`src/rtl/pla_pkg.sv`:
```
// pla_pkg: shared helpers for the configurable logic array.
// Assumes configuration words are loaded MSB first, so the arrival index k
// of a bit maps to word position (cfg_w - 1 - k).
package pla_pkg;

    typedef enum logic {
        LIT_TRUE = 1'b0,
        LIT_COMP = 1'b1
    } lit_pol_e;

    // Arrival index of the AND-plane bit for term t, input i, literal polarity p.
    function automatic int and_idx(int t, int i, int p, int n_in);
        return t * 2 * n_in + 2 * i + p;
    endfunction

    // Arrival index of the OR-plane bit linking term t to output o.
    function automatic int or_idx(int o, int t, int n_term, int and_w);
        return and_w + o * n_term + t;
    endfunction

    // Arrival index of the inversion bit for output o.
    function automatic int pol_idx(int o, int and_w, int or_w);
        return and_w + or_w + o;
    endfunction

endpackage

```
`src/rtl/pla_cfg_shift.sv`:
```
// pla_cfg_shift: serial configuration store.
// Shifts cfg_din in at the LSB when shift_en is high, so the first bit
// ends up at the MSB. Assumes rst_n is synchronous and active low.
module pla_cfg_shift #(
    parameter int CFG_W = 39
) (
    input  logic             clk,
    input  logic             rst_n,
    input  logic             shift_en,
    input  logic             din,
    output logic [CFG_W-1:0] cfg_q
);

    // Clear on reset, otherwise shift one bit per enabled edge.
    always_ff @(posedge clk) begin
        if (!rst_n)
            cfg_q <= '0;
        else if (shift_en)
            cfg_q <= {cfg_q[CFG_W-2:0], din};
    end


    reset_clears_chk: assert property (@(posedge clk) !rst_n |=> cfg_q == '0);


    shift_capture_chk: assert property (@(posedge clk) disable iff (!rst_n)
        shift_en |=> cfg_q[0] == $past(din));


    hold_when_idle_chk: assert property (@(posedge clk) disable iff (!rst_n)
        !shift_en |=> $stable(cfg_q));

endmodule

```
`src/rtl/pla_and_plane.sv`:
```
// pla_and_plane: programmable product terms.
// mask[t][2*i+p] = 1 connects literal (input i, true when p=0, complement
// when p=1) to term t. A term with no connection evaluates to 1.
module pla_and_plane #(
    parameter int N_IN   = 3,
    parameter int N_TERM = 4
) (
    input  logic [N_IN-1:0]                  in_vec,
    input  logic [N_TERM-1:0][2*N_IN-1:0]    mask,
    output logic [N_TERM-1:0]                term
);

    localparam int LIT_W = 2 * N_IN;

    logic [LIT_W-1:0] lit;

    // Build the true/complement literal pair for each input.
    for (genvar i = 0; i < N_IN; i++) begin : g_lit
        assign lit[2*i + int'(pla_pkg::LIT_TRUE)] = in_vec[i];
        assign lit[2*i + int'(pla_pkg::LIT_COMP)] = ~in_vec[i];
    end

    // Each term ANDs its connected literals; unconnected ones count as 1.
    for (genvar t = 0; t < N_TERM; t++) begin : g_term
        assign term[t] = &(~mask[t] | lit);
    end

endmodule

```
`src/rtl/pla_or_plane.sv`:
```
// pla_or_plane: programmable sums with per-output inversion.
// sel[o][t] = 1 links term t to output o; an empty sum is 0 before the
// inversion stage, which XORs with inv[o].
module pla_or_plane #(
    parameter int N_TERM = 4,
    parameter int N_OUT  = 3
) (
    input  logic [N_TERM-1:0]              term,
    input  logic [N_OUT-1:0][N_TERM-1:0]   sel,
    input  logic [N_OUT-1:0]               inv,
    output logic [N_OUT-1:0]               sum_out
);

    // OR the selected terms, then apply the programmable polarity.
    for (genvar o = 0; o < N_OUT; o++) begin : g_out
        assign sum_out[o] = (|(term & sel[o])) ^ inv[o];
    end

endmodule

```
`src/rtl/fpla_array.sv`:
```
// fpla_array: field-configurable two-level logic array (top).
// Loads a CFG_W-bit pattern serially while cfg_en is high, blanking the
// outputs meanwhile; evaluation from in_vec to out_vec is combinational.
module fpla_array #(
    parameter int N_IN   = 3,
    parameter int N_TERM = 4,
    parameter int N_OUT  = 3
) (
    input  logic             clk,
    input  logic             rst_n,
    input  logic             cfg_en,
    input  logic             cfg_din,
    input  logic [N_IN-1:0]  in_vec,
    output logic [N_OUT-1:0] out_vec
);

    localparam int AND_W = N_TERM * 2 * N_IN;
    localparam int OR_W  = N_OUT * N_TERM;
    localparam int CFG_W = AND_W + OR_W + N_OUT;

    logic [CFG_W-1:0]                cfg_q;
    logic [N_TERM-1:0][2*N_IN-1:0]   and_mask;
    logic [N_OUT-1:0][N_TERM-1:0]    or_sel;
    logic [N_OUT-1:0]                inv;
    logic [N_TERM-1:0]               term;
    logic [N_OUT-1:0]                sum_out;

    pla_cfg_shift #(.CFG_W(CFG_W)) u_cfg (
        .clk      (clk),
        .rst_n    (rst_n),
        .shift_en (cfg_en),
        .din      (cfg_din),
        .cfg_q    (cfg_q)
    );

    // Unpack the AND-plane connections from the configuration word.
    for (genvar t = 0; t < N_TERM; t++) begin : g_am
        for (genvar i = 0; i < N_IN; i++) begin : g_ai
            for (genvar p = 0; p < 2; p++) begin : g_ap
                assign and_mask[t][2*i+p] =
                    cfg_q[CFG_W-1-pla_pkg::and_idx(t, i, p, N_IN)];
            end
        end
    end

    // Unpack the OR-plane links and inversion bits.
    for (genvar o = 0; o < N_OUT; o++) begin : g_om
        for (genvar t = 0; t < N_TERM; t++) begin : g_ot
            assign or_sel[o][t] =
                cfg_q[CFG_W-1-pla_pkg::or_idx(o, t, N_TERM, AND_W)];
        end
        assign inv[o] = cfg_q[CFG_W-1-pla_pkg::pol_idx(o, AND_W, OR_W)];
    end

    pla_and_plane #(.N_IN(N_IN), .N_TERM(N_TERM)) u_and (
        .in_vec (in_vec),
        .mask   (and_mask),
        .term   (term)
    );

    pla_or_plane #(.N_TERM(N_TERM), .N_OUT(N_OUT)) u_or (
        .term    (term),
        .sel     (or_sel),
        .inv     (inv),
        .sum_out (sum_out)
    );

    // Blank the outputs while a pattern is being shifted in.
    assign out_vec = cfg_en ? '0 : sum_out;


    blank_during_load_chk: assert property (@(posedge clk) disable iff (!rst_n)
        cfg_en |-> out_vec == '0);

endmodule

```
`config.mk`:
```
export PLATFORM = sky130hd
export DESIGN_NAME = fpla_array
export DESIGN_NICKNAME = d
export VERILOG_FILES = /design/src/rtl/pla_pkg.sv /design/src/rtl/pla_cfg_shift.sv /design/src/rtl/pla_and_plane.sv /design/src/rtl/pla_or_plane.sv /design/src/rtl/fpla_array.sv
export SDC_FILE = /design/constraint.sdc
export NUM_CORES = 1
export LEC_CHECK = 0
export ABC_AREA = 1
export BUFFER_PORTS_ARGS = -buffer_cell sky130_fd_sc_hd__buf_2
export CAP_MARGIN = 20
export CORE_AREA = 2 2 59 61
export CTS_CLUSTER_SIZE = 30
export DETAILED_ROUTE_END_ITERATION = 7
export DIE_AREA = 0 0 61 63
export GPL_ROUTABILITY_DRIVEN = 1
export GPL_TIMING_DRIVEN = 0
export PLACE_DENSITY = 0.72
export SYNTH_ARGS = -nofsm -noshare
export SYNTH_HDL_FRONTEND = slang
export SYNTH_SLANG_ARGS = --single-unit
```
`constraint.sdc`:
```
create_clock -name clk -period 1.2 [get_ports clk]
set_clock_uncertainty 0.05 [all_clocks]
set_input_delay 0.24 -clock clk [delete_from_list [all_inputs] [get_ports clk]]
set_output_delay 0.24 -clock clk [all_outputs]
set_load 0.02 [all_outputs]
```
======== Yosys cells after proc, flatten, opt, wreduce, memory -nomap -nowiden ========
Index checks and enable logic that the tools add are counted.
storage, ports and cells
  bits in registers ....................... 39
  input port bits ......................... 7
  output and inout bits ................... 3
  word-level logic and storage cells ...... 26
cells by class
  muxes and demuxes ....................... 1
  bitwise gates (word level) .............. 17
  reductions and logical operators ........ 7
operators by type and width
  operator           count
  $not A6 Y6         4
  $or A6 B6 Y6       4
  $reduce_and A6 Y1  4
  $and A4 B4 Y4      3
  $reduce_or A4 Y1   3
  $mux W3            1
  $not A1 Y1         3
  $xor A1 B1 Y1      3

======== Logic depth before layout (Yosys ltp) ========
  depth after elaboration ................. 7
  mapped depth ............................ 10
  depth with buffers taken out ............ 10

======== Modules after synthesis ========
Synthesis repeated with hierarchy kept, for this count alone.
second synthesis, totals
  cell total of the unflattened synthesis .. 348
  area total of the unflattened synthesis .. 1989.4 µm²
by module, submodules not included
  module         instances  cells an instance  area an instance (µm²)  seq. area each (µm²)
  pla_cfg_shift  1          247                1601.5                  780.7
  pla_and_plane  1          62                 237.7                   0.0
  pla_or_plane   1          33                 127.6                   0.0
  fpla_array     1          6                  22.5                    0.0

======== Worst setup path after synthesis ========
No wires, ideal clock.
  kind .................................... flip-flop to output port
  from .................................... register u_cfg.cfg_q[21]
  to ...................................... output out_vec[2]
  arrival ................................. 1.137 ns
  data required time ...................... 0.910 ns
  path slack .............................. -0.227 ns
  cell stages (with the launch flop) ...... 10
  buffers on the path ..................... 0
  path through ............................ dfxtp_1 > nand2_1 > clkinv_1 > a21oi_1 > nand3_1 > nand2_1 > nor2_1 > nand2_1 > nand2_1 > nor2_1
on the way
  cells in the longest elaborated chain, start to end .. 7
RTL lines
  what                    RTL line             RTL
  start, declared         pla_cfg_shift.sv:11  output logic [CFG_W-1:0] cfg_q
  start signal, assigned  pla_cfg_shift.sv:19  cfg_q <= {cfg_q[CFG_W-2:0], din};
  $not A6 Y6              pla_and_plane.sv:25  assign term[t] = &(~mask[t] | lit);
  $or A6 B6 Y6            pla_and_plane.sv:25
  $reduce_and A6 Y1       pla_and_plane.sv:25
  $and A4 B4 Y4           pla_or_plane.sv:16   assign sum_out[o] = (|(term & sel[o])) ^ inv[o];
  $reduce_or A4 Y1        pla_or_plane.sv:16
  $xor A1 B1 Y1           pla_or_plane.sv:16
  $mux W3                 fpla_array.sv:69     assign out_vec = cfg_en ? '0 : sum_out;
  end, declared           fpla_array.sv:14     output logic [N_OUT-1:0] out_vec
No other way between the ends.

======== Worst setup path after layout ========
  from .................................... register u_cfg.cfg_q[15]
  to ...................................... output out_vec[0]
Same word-level chain as after synthesis.

==> impl_metrics.env <==
export IMPL_status="complete, but fails checks"
export IMPL_violations="setup timing"
export IMPL_gp_congestion=0.8708
export IMPL_ioPinCount=10
export IMPL_drt_vias_per_instance=5.108
export IMPL_dpl_cell_count=297
export IMPL_overflow=0
export IMPL_max_cap_violations=0
export IMPL_drive_gt1_frac=0.3619
export IMPL_syn2layout_area_growth_pct=26.84
export IMPL_synth_warnings=0
export IMPL_num_vias=1604
export IMPL_drt_pass1_iter_count=4
export IMPL_synth_cell_types=18
export IMPL_layout_cells_non_filler=314
export IMPL_start_util=0.5106
export IMPL_dieArea_um2=3843
export IMPL_num_rows=21
export IMPL_synth_seq_cells=39
export IMPL_die_width_um=61
export IMPL_core_um2=3232
export IMPL_cp_cell_sequence="nand2_1 > a21boi_2 > nand3_1 > nand2_2 > nor2_2 > nand2_1 > nand2_2 > nor2_4 > buf_6"
export IMPL_finalMaxSlewViolations=0
export IMPL_drtIter0Drc=70
export IMPL_grt_max_degree=12
export IMPL_synth_enable_flop_cells=0
export IMPL_fin_crit_sh=1.514
export IMPL_antenna_found_initial=0
export IMPL_port_buffers=8
export IMPL_htreeDepth=2
export IMPL_path_clk_slew_ns=0.11
export IMPL_rsz0062_at_grt="true"
export IMPL_grt_pass1_vias=1414
export IMPL_critPathSlowestCell="dfxtp_2"
export IMPL_critPathKind="flop to output port"
export IMPL_largest_register="u_cfg.cfg_q"
export IMPL_grt_pass1_wl_um=6444
export IMPL_cts_hold_buf=0
export IMPL_cts_buffer_depth=2
export IMPL_crit_fanout=3
export IMPL_yosysMostFrequentCell="nor2_1"
export IMPL_start_kind="flop"
export IMPL_power_leakage_nw=0.9046
export IMPL_hold_violations=0
export IMPL_largest_reg_flops=39
export IMPL_root_buffer="clkbuf_4"
export IMPL_dieHeight_um=63
export IMPL_avgSynthCellArea_um2=6.791
export IMPL_postRouteAntennaNets=0
export IMPL_cp_end_kind="output port"
export IMPL_place_hpwl_um=2552
export IMPL_synthTopCellsByArea="dfxtp_1 (47%), nor2_1 (18%), o21ai_0 (10%), nand2_1 (9.1%), nand3_1 (3.6%)"
export IMPL_synth_top_cells_by_count="nor2_1 (79), nand2_1 (40), dfxtp_1 (39)"
export IMPL_whs_ns=0.1379
export IMPL_required_ns=0.91
export IMPL_setup_slack_ns=-0.6165
export IMPL_synth_top_area_cell="dfxtp_1"
export IMPL_final_nets=274
export IMPL_diodes=0
export IMPL_critical_path_top_delay_family="simple AND/OR/NAND/NOR gates"
export IMPL_cts_buffers=5
export IMPL_critPathBufInv=1
export IMPL_clkLatencyLatePin_ns=0.35
export IMPL_peakVddDrop_v=0.0007917
export IMPL_postSynthCellCount=243
export IMPL_layout_min_cycle_time_ns=1.817
export IMPL_worstMarginPinSlew_ns=0.4575
export IMPL_fmax_mhz=550.5
export IMPL_drt_wl_total_um=3857
export IMPL_cts_sinks=39
export IMPL_slew_headroom=0.6950
export IMPL_grt_use_total=0.2255
export IMPL_power_density_nw_per_um2=1238
export IMPL_synth_seq_area_share=0.4731
export IMPL_pre_cts_ws_ns=-0.5077
export IMPL_synth_area_um2=1650
export IMPL_setup_viol=3
export IMPL_synth_top_cell_area_share=0.4731
export IMPL_syn_num_nets=250
export IMPL_synth_flop_cell="dfxtp_1"
export IMPL_hp_class="input port to flop"
export IMPL_avgRoutedWirePerCell_um=12.28
export IMPL_max_stage_delay_ns=0.34
export IMPL_drc=0
export IMPL_crit_arrival_ns=1.53
export IMPL_async_flop_share=0
export IMPL_largestRegisters="u_cfg.cfg_q x39"
export IMPL_cts_tree="yes"
==> final cells by class <==
cell class	instances	area (um^2)
fill	310	1139
multi-input combinational	183	963.4
sequential	39	804.5
timing repair buffer	17	126.4
tap	46	57.56
buffer	12	53.80
clock buffer	7	45.04
inverter	9	37.54
clock inverter	1	5.005
==> layer usage <==
| metal | up-vias | wire length [um] | track usage | share of wire |
|---|---|---|---|---|
| met1 | 759 | 1839 | 0.3096 | 0.48 |
| met3 | 6 | 129 | 0.06832 | 0.033 |
| met4 | 0 | 55 | 0.07337 | 0.014 |
| li1 | 820 | - | - | - |
| met2 | 19 | 1833 | 0.3347 | 0.48 |
| met5 | - | 0 | 0 | 0 |
==> report_power, final <==
group          switching [mW]  leakage [nW]  internal, mW  total (mW)
Sequential             0.0616         0.329          1.38        1.45
Combinational           0.303         0.546         0.201       0.505
Clock                   0.413        0.0293         0.228       0.642
==> metrics by stage <==
stage               instance area, um^2  total power, mW  TNS (ns)  utilization
floorplan                          1702            1.748   -0.2097            -
global placement                   1799            1.847    -1.417       0.5567
detailed placement                 1799            1.856    -1.496       0.5567
CTS                                1983            2.560    -1.869       0.6136
global route                       2093            2.740    -2.174       0.6477
finish                             2093            2.592    -1.828       0.6477
==> worst min-delay path: stages <==
cell,delay (ns)
buf_2,0.08
o21ai_1,0.06
a21oi_1,0.11
==> placed cells by master, fill, tap and decap left out <==
cell | netlist | layout
nand2_2 | 1 | 21
o21ai_1 | 6 | 6
nor2_2 | 3 | 5
nor2_4 | 1 | 8
clkbuf_4 | 0 | 5
nor2_1 | 79 | 70
inv_4 | 0 | 1
and2_4 | 0 | 1
clkinv_2 | 0 | 2
inv_1 | 3 | 3
nand3_2 | 0 | 9
o21ai_0 | 33 | 33
nand2_1 | 40 | 20
dfxtp_1 | 39 | 20
clkbuf_1 | 10 | 12
buf_4 | 0 | 9
buf_6 | 1 | 4
buf_2 | 1 | 6
dfxtp_2 | 0 | 19
a21oi_4 | 0 | 2
nand3_1 | 12 | 3
a21boi_2 | 0 | 1
a21oi_1 | 6 | 4
inv_2 | 4 | 4
==> kinds of logic (layout without fill, tap and decap cells) <==
group / after synthesis / after routing / synth area share
AO/OA/AOI/OAI: 46 / 46 / 0.1410
AND/OR/NAND/NOR: 137 / 137 / 0.3328
buffers and inverters: 21 / 46 / 0.05307
flip-flops: 39 / 39 / 0.4731
==> path summary, 6_finish.rpt <==
check,from,endpoint,slack [ns],depth (start not counted)
worst max register to register,u_cfg.cfg_q[35],u_cfg.cfg_q[35],0.38,3
worst max-delay path,u_cfg.cfg_q[15],out_vec[0],-0.62,9
worst min-delay path,cfg_din,u_cfg.cfg_q[0],0.14,3
worst min register to register,u_cfg.cfg_q[25],u_cfg.cfg_q[26],0.45,2
==> what timing repair did <==
item	in CTS	in global routing
setup buffers	7	2
gates resized for setup	32	29
endpoints found under the hold margin	0	0
pin swaps	10	22
endpoints found under the setup margin	3	3
Power figures use the tool's default switching activity.
